--- config.mk ---
export PLATFORM = sky130hd
export DESIGN_NAME = pwr_seq_ctrl
export DESIGN_NICKNAME = d
export VERILOG_FILES = /design/src/rtl/pwr_seq_pkg.sv /design/src/rtl/pwr_seq_edge_sync.sv /design/src/rtl/pwr_seq_flags.sv /design/src/rtl/pwr_seq_fsm.sv /design/src/rtl/pwr_seq_ctrl.sv
export SDC_FILE = /design/constraint.sdc
export NUM_CORES = 1
export LEC_CHECK = 0
export ABC_CLOCK_PERIOD_IN_PS = 2200
export CAP_MARGIN = 40
export CORE_MARGIN = 2
export CORE_UTILIZATION = 55
export DETAILED_ROUTE_END_ITERATION = 10
export DONT_BUFFER_PORTS = 1
export PLACE_DENSITY = 0.7
export REMOVE_ABC_BUFFERS = 1
export SLEW_MARGIN = 20
export SYNTH_ARGS = -nofsm -noshare
export SYNTH_HDL_FRONTEND = slang
export SYNTH_SLANG_ARGS = --single-unit
export TNS_END_PERCENT = 1
--- constraint.sdc ---
create_clock -name clk -period 2.2 [get_ports clk]
set_input_delay 0.22 -clock clk [delete_from_list [all_inputs] [get_ports clk]]
set_output_delay 0.22 -clock clk [all_outputs]
set_load 0.01 [all_outputs]
--- src/rtl/pwr_seq_pkg.sv ---
package pwr_seq_pkg;

    typedef enum logic [1:0] {
        PS_OFF      = 2'd0,
        PS_WAKING   = 2'd1,
        PS_ON       = 2'd2,
        PS_SHUTDOWN = 2'd3
    } pwr_state_e;

    localparam int FLAG_EMERG = 0;
    localparam int FLAG_STAT  = 1;
    localparam int FLAG_ERR   = 2;
    localparam int NUM_FLAGS  = 3;

    function automatic logic rails_requested(input pwr_state_e s);
        return (s == PS_WAKING) || (s == PS_ON);
    endfunction

endpackage

--- src/rtl/pwr_seq_edge_sync.sv ---
module pwr_seq_edge_sync #(
    parameter int STAGES = 2
) (
    input  logic clk,
    input  logic rst,
    input  logic async_in,
    output logic rise
);
    logic [STAGES-1:0] chain;
    logic              last;

    generate
        if (STAGES == 1) begin : g_one
            always_ff @(posedge clk) begin
                if (rst) chain <= '0;
                else     chain <= async_in;
            end
        end else begin : g_many
            always_ff @(posedge clk) begin
                if (rst) chain <= '0;
                else     chain <= {chain[STAGES-2:0], async_in};
            end
        end
    endgenerate

    always_ff @(posedge clk) begin
        if (rst) last <= 1'b0;
        else     last <= chain[STAGES-1];
    end

    assign rise = chain[STAGES-1] & ~last;
endmodule

--- src/rtl/pwr_seq_flags.sv ---
module pwr_seq_flags #(
    parameter int N = 3
) (
    input  logic         clk,
    input  logic         rst,
    input  logic [N-1:0] set_i,
    input  logic [N-1:0] clr_i,
    output logic [N-1:0] flag_o
);
    generate
        for (genvar i = 0; i < N; i++) begin : g_flag
            always_ff @(posedge clk) begin
                if (rst)           flag_o[i] <= 1'b0;
                else if (set_i[i]) flag_o[i] <= 1'b1;
                else if (clr_i[i]) flag_o[i] <= 1'b0;
            end
        end
    endgenerate
endmodule

--- src/rtl/pwr_seq_fsm.sv ---
module pwr_seq_fsm
    import pwr_seq_pkg::*;
#(
    parameter int TW = 4
) (
    input  logic          clk,
    input  logic          rst,
    input  logic          btn_rise,
    input  logic          wake_req,
    input  logic          pwr_good,
    input  logic          rail_ok,
    input  logic          pd_req,
    input  logic [TW-1:0] timeout_cfg,
    output pwr_state_e    state,
    output logic          emerg_set,
    output logic          err_set
);
    localparam int CW = TW + 1;

    pwr_state_e    nxt;
    logic [TW-1:0] cnt;
    logic          pg_last;
    logic          expired;

    assign expired = ({1'b0, cnt} + CW'(1)) >= {1'b0, timeout_cfg};

    always_comb begin
        nxt     = state;
        err_set = 1'b0;
        unique case (state)
            PS_OFF: begin
                if (pwr_good && (btn_rise || wake_req)) nxt = PS_WAKING;
            end
            PS_WAKING: begin
                if (rail_ok) begin
                    nxt = PS_ON;
                end else if (expired) begin
                    nxt     = PS_OFF;
                    err_set = 1'b1;
                end
            end
            PS_ON: begin
                if (pd_req) nxt = PS_SHUTDOWN;
            end
            PS_SHUTDOWN: begin
                if (!rail_ok) nxt = PS_OFF;
            end
            default: nxt = PS_OFF;
        endcase
    end

    always_ff @(posedge clk) begin
        if (rst) begin
            state   <= PS_OFF;
            cnt     <= '0;
            pg_last <= 1'b0;
        end else begin
            state   <= nxt;
            pg_last <= pwr_good;
            if (state == PS_WAKING) cnt <= cnt + TW'(1);
            else                    cnt <= '0;
        end
    end

    assign emerg_set = (state == PS_ON) && pg_last && !pwr_good;
endmodule

--- src/rtl/pwr_seq_ctrl.sv ---
module pwr_seq_ctrl
    import pwr_seq_pkg::*;
#(
    parameter int TW          = 4,
    parameter int SYNC_STAGES = 2
) (
    input  logic          clk,
    input  logic          rst,
    input  logic          btn_in,
    input  logic          wake_req,
    input  logic          pwr_good,
    input  logic          stat_in,
    input  logic          rail_ok,
    input  logic          pd_req,
    input  logic [TW-1:0] timeout_cfg,
    input  logic [2:0]    flag_clr,
    output logic          pwr_cs,
    output logic [1:0]    state_o,
    output logic          emerg_irq,
    output logic          stat_irq,
    output logic          wake_err
);
    logic                 btn_rise;
    logic                 stat_rise;
    logic                 emerg_set;
    logic                 err_set;
    pwr_state_e           state;
    logic [NUM_FLAGS-1:0] set_vec;
    logic [NUM_FLAGS-1:0] flags;

    pwr_seq_edge_sync #(.STAGES(SYNC_STAGES)) u_btn_sync (
        .clk(clk), .rst(rst), .async_in(btn_in), .rise(btn_rise)
    );

    pwr_seq_edge_sync #(.STAGES(SYNC_STAGES)) u_stat_sync (
        .clk(clk), .rst(rst), .async_in(stat_in), .rise(stat_rise)
    );

    pwr_seq_fsm #(.TW(TW)) u_fsm (
        .clk(clk), .rst(rst), .btn_rise(btn_rise), .wake_req(wake_req),
        .pwr_good(pwr_good), .rail_ok(rail_ok), .pd_req(pd_req),
        .timeout_cfg(timeout_cfg), .state(state),
        .emerg_set(emerg_set), .err_set(err_set)
    );

    always_comb begin
        set_vec             = '0;
        set_vec[FLAG_EMERG] = emerg_set;
        set_vec[FLAG_STAT]  = stat_rise;
        set_vec[FLAG_ERR]   = err_set;
    end

    pwr_seq_flags #(.N(NUM_FLAGS)) u_flags (
        .clk(clk), .rst(rst), .set_i(set_vec), .clr_i(flag_clr), .flag_o(flags)
    );

    assign pwr_cs    = rails_requested(state);
    assign state_o   = state;
    assign emerg_irq = flags[FLAG_EMERG];
    assign stat_irq  = flags[FLAG_STAT];
    assign wake_err  = flags[FLAG_ERR];
endmodule

# == Word level (Yosys, flattened, before mapping) ==
# Index checks and enable logic that the tools add are counted.
# totals
regBits,16
in_bits,15
output_inout_bits,6
word_cells,52
# classes
addsub,2
order_cmp,1
eq_ne,7
muxes,15
bitwise_logic,5
n_reduce_logical,12
# op_table
cell,count
$mux W2,5
$mux W1,9
$pmux W2 S4,1
$reduce_bool A2 Y1,3
$add A4 B1 Y5 const B,1
$ge A5 B4 Y1,1
$add A4 B1 Y4 const B,1
$eq A2 B2 Y1 const B,2
$ne A2 B2 Y1 const B,2
$reduce_and A4 Y1,1
$logic_and A1 B1 Y1,3
$ne A3 B2 Y1 const B,1
$not A1 Y1,3
$and A1 B1 Y1,2
$eq A2 B1 Y1 const B,1
$logic_not A2 Y1,1
$logic_or A1 B1 Y1,2
$ne A2 B1 Y1 const B,1
$reduce_or A2 Y1,1
$logic_not A1 Y1,1

# == Logic depth before layout (Yosys ltp) ==
# depth
depth_word,6
mapped_depth,7
depth_no_buf,7

# == Modules after synthesis ==
# A second synthesis with hierarchy kept.
# unflattened
cells_unflattened,68
area_unflattened_um2,680.7
# modules_own_cells
mod,n_inst,cells_per_inst,area_per_inst_um2,seq_area_each_um2
pwr_seq_fsm,1,41,391.6,140.1
pwr_seq_edge_sync,2,7,87.6,60.1
pwr_seq_flags,1,12,105.1,60.1
pwr_seq_ctrl,1,1,8.8,0.0

# == Least setup slack after synthesis ==
# OpenSTA, ideal clock, no wires.
# synth_path
path_kind,register to register
start,reg u_fsm.cnt[0]
end,reg u_fsm.state[0]
arrival_ns,1.735
setup_slack_ns,0.395
stages_incl_launch_ff,8
n_path_buf,0
period_less_slack_ns,1.805
path_cell_list,dfxtp_1 ha_1 xor2_1 ha_1 o21ai_0 o211a_1 or3_1 a21oi_1
# synth_via
elab_chain_len,4
# synth_lines
item,line,source
"start, declared",pwr_seq_fsm.sv:21,logic [TW-1:0] cnt;
"start signal, assigned",pwr_seq_fsm.sv:60,if (state == PS_WAKING) cnt <= cnt + TW'(1);
$add A4 B1 Y5,pwr_seq_fsm.sv:25,"assign expired = ({1'b0, cnt} + CW'(1)) >= {1'b0, timeout_cfg};"
$ge A5 B4 Y1,pwr_seq_fsm.sv:25,
$ne A3 B2 Y1 (no line),--,
$reduce_and A4 Y1 (no line),--,
"end signal, assigned",pwr_seq_fsm.sv:58,state <= nxt;
"end, declared",pwr_seq_fsm.sv:14,"output pwr_state_e state,"
# No other way between the ends.
# A chain may end at the register's enable or synchronous reset.

# == Worst setup path after layout ==
# Ends and elaborated chain as after synthesis.

==> metrics.log <==
[metrics] DIE HEIGHT: 40.89 um
[metrics] GRT Overall Usage: 0.1755
[metrics] deepest level of the CTS H-tree: 1
[metrics] share of synthesized area occupied by flip-flops and latches: 0.4281
[metrics] detailed-placement wirelength estimate: 874.7 um
[metrics] post-synthesis instance area: roughly 750 um^2
[metrics] number of iterations in the first detailed-routing pass: 1
[metrics] slowest stage cell on the critical path: sky130_fd_sc_hd__or3_1
[metrics] hold path cells: 1
[metrics] gr ovfl total: 0
[metrics] number of buffer and inverter instances along the worst setup path: 0
[metrics] net count reported at finish: ~110
[metrics] footprint of the flip-flops and latches: 320.3 um^2
[metrics] Pins Over Slew Limit: 0
[metrics] chain of cells forming the critical path: ha_1 > xor2_1 > ha_1 > o21ai_0 > o211a_1 > or3_1 > a21oi_1
[metrics] gate count of the mapped netlist: between 70 and 80
[metrics] required time at the worst-slack endpoint: between 2 and 2.5 ns
[metrics] final routed wirelength across all metal layers: between 1000 and 1500 um
[metrics] Critical Path End Type: flip-flop
[metrics] main combinational cell family by area after synthesis: simple AND/OR/NAND/NOR gates
[metrics] flip-flop and latch count after synthesis: 16
[metrics] CTS tree: built
[metrics] distinct cell type count of the synthesized netlist: 20
[metrics] global-route wire length before repair: between 1500 and 2000 um
[metrics] max-cap violation count: 0
[metrics] number of clock sinks: 16
[metrics] highest clock rate: between 500 and 600 MHz
[metrics] endpoints failing setup: 0
[metrics] adder and majority gate portion of the synthesized area: 0.1672
[metrics] pin count of the biggest net entering global routing: 13
[metrics] Arr. time, crit path: roughly 2.2 ns
[metrics] latest clock arrival within the worst-skew pair: 0.28 ns
[metrics] initial antenna violation count: 0
[metrics] std cell rows: 13
[metrics] category of cells accounting for the largest share of critical-path delay: adder cells
[metrics] nature of the critical path startpoint: flip-flop
[metrics] post-synthesis async set-or-reset flop share: 0
[metrics] number of gates on the worst path with buffers counted: 7
[metrics] total I/O pin count: 21
[metrics] final period utilization: 0.8841
[metrics] worst-margin pin slew: 0.4113 ns
[metrics] post-layout min period: approximately 1.9 ns
[metrics] complex-gate fraction of the synthesized area: 0.1020
[metrics] simple-gate area share of the yosys netlist: 0.2291
[metrics] library cell appearing most often on the critical path: sky130_fd_sc_hd__ha_1
[metrics] minimum setup slack in the final design: ~0.26 ns
[metrics] Power Density: just over 700 nW/um^2
[metrics] remaining design rule violation count: 0
[metrics] Setup WS pre-CTS: between 0.2 and 0.3 ns
[metrics] worst-case vdd ir drop: between 0.3 and 0.4 mV
[metrics] number of port buffers: 0
[metrics] Synth warnings: 0
[metrics] area of the die: about 1700 um^2
[metrics] max-slew headroom at the worst pin: 0.7249
[metrics] Critical Path Fanout Max: 4
[metrics] core footprint: 1285 um^2
[metrics] First DRT Iteration DRCs: 0
[metrics] final number of hold-violating endpoints: 0
[metrics] clk_skew: 0.003818 ns
[metrics] maximum buffer depth of the clock tree: 2
[metrics] syn_area_per_cell: around 9.5 um^2
[metrics] xor and xnor area share after synthesis: 0.02341
[metrics] Fin Setup TNS: 0 ns
[metrics] via count normalized by instance count: about 5.2
[metrics] top flip-flop cell by instance count after synthesis: sky130_fd_sc_hd__dfxtp_1
[metrics] number of CTS-inserted buffers: 3
[metrics] post-detailed-route count of antenna-violating nets: 0
[metrics] clock-pin slew reported for the worst setup and hold paths after clock tree synthesis: ~0.09 ns
[metrics] Die W: about 41 um
[metrics] Routed wire per std cell: around 12 um
[metrics] CP Class: reg2reg
[metrics] clock tree root buffer cell: sky130_fd_sc_hd__clkbuf_4
[metrics] layout cell share with drive strength beyond 1: 0.06024
[metrics] antenna diode instance count: 0
[metrics] fillcell total: around 130
[metrics] setup repair after global routing missed its margin: no
[metrics] outcome: finished, final reports clean
[metrics] maximum single-stage delay on the critical path: ~0.37 ns
[metrics] depth of the most critical reg-to-reg path: 7
[metrics] placer congestion estimate: 0.7021
[metrics] Area growth syn-to-layout: 7.191%
[metrics] leakage power total: roughly 0.36 nW
[metrics] Post-synth EDFFs: 0
[metrics] hold crit path type: in2reg
[metrics] Initial Util: 0.5823
[metrics] WHS: 0.06329 ns
[metrics] number of global-route vias before repair: 466
[metrics] vias after detailed routing: roughly 510
[metrics] area of combinational cells with multiple inputs: slightly below 400 um^2
[metrics] fraction of synthesized area in multiplexers: 0
-- final cells by class --
type                       instances  area share
timing repair buffer               1     0.01248
tap                               15     0.02340
inverter                           7     0.03276
multi-input combinational         55      0.4867
clock buffer                       4     0.04524
sequential                        16      0.3994
-- logic make-up after synthesis --
family,after synthesis
buffers and inverters,8
adder cells (fa/ha/maj),10
flip-flops,16
XOR/XNOR,2
AND/OR/NAND/NOR,30
AO/OA/AOI/OAI,13
-- report_power, final --
group | switching, mW | internal (mW)
combinational | 0.0377 | 0.0326
sequential | 0.0130 | 0.302
clock | 0.0900 | 0.101
total | 0.141 | 0.436
-- through the flow --
stage	utilization	instances	power, mW	area [um^2]
finish	0.6241	98	0.5765	802.0
floorplan	-	78	0.3759	737.0
detailed placement	0.5881	93	0.3899	755.7
global route	0.6241	98	0.6125	802.0
global placement	0.5881	93	0.3865	755.7
CTS	0.6241	98	0.5845	802.0
-- final timing paths --
path | startpoint | to | slack, ns
max | u_fsm.cnt[0]$_SDFF_PP0_ | u_fsm.state[0]$_SDFFE_PP0P_ | 0.26
min | pwr_good | u_fsm.pg_last$_SDFF_PP0_ | 0.06
max reg2reg | u_fsm.cnt[0]$_SDFF_PP0_ | u_fsm.state[0]$_SDFFE_PP0P_ | 0.26
min reg2reg | u_stat_sync.chain[0]$_SDFF_PP0_ | u_stat_sync.chain[1]$_SDFF_PP0_ | 0.45
-- layer usage --
layer,vias to the layer above,share of wire,GRT usage
li1,269,-,-
met1,225,0.43,0.1605
met2,15,0.49,0.2969
met3,4,0.069,0.1033
met4,0,0.019,0.1000
met5,-,0,0
-- registers in the layout (all words and copies together), names as in the netlist, named ones only --
name and flops:
u_fsm.state 1, u_btn_sync.last 1, u_fsm.cnt 4, u_stat_sync.chain 2
u_stat_sync.last 1, u_flags.flag_o 3, u_fsm.pg_last 1, u_btn_sync.chain 2
-- cell usage in the layout (no fill, tap or decap), types with 2 or more instances in the layout --
master and n:
sky130_fd_sc_hd__dfxtp_1 16, sky130_fd_sc_hd__nor2b_1 10, sky130_fd_sc_hd__ha_1 10, sky130_fd_sc_hd__inv_1 7
sky130_fd_sc_hd__nand2b_1 5, sky130_fd_sc_hd__a21oi_1 5, sky130_fd_sc_hd__o21ai_0 4, sky130_fd_sc_hd__nor2_1 4
sky130_fd_sc_hd__nand3_1 3, sky130_fd_sc_hd__nand2_1 3, sky130_fd_sc_hd__clkbuf_4 3, sky130_fd_sc_hd__nand3b_1 2
sky130_fd_sc_hd__or3_1 2
-- cell usage after synthesis (all sizes together), types with 2 or more instances --
cell	n	share of area
or3	2	0.017
ha	10	0.17
nand3	3	0.020
nand2	3	0.015
nor2b	10	0.084
o21ai	4	0.027
dfxtp	16	0.43
nand2b	5	0.042
a21oi	5	0.033
inv	7	0.035
nand3b	2	0.020
nor2	4	0.020
-- what timing repair did --
item                                   4_1_cts  5_1_grt
hold buffers                                 1        0
setup buffers                                0        0
endpoints found under the hold margin       12        0
gates resized for setup                      0        0
Note: power is estimated with default switching activity, not from simulation.
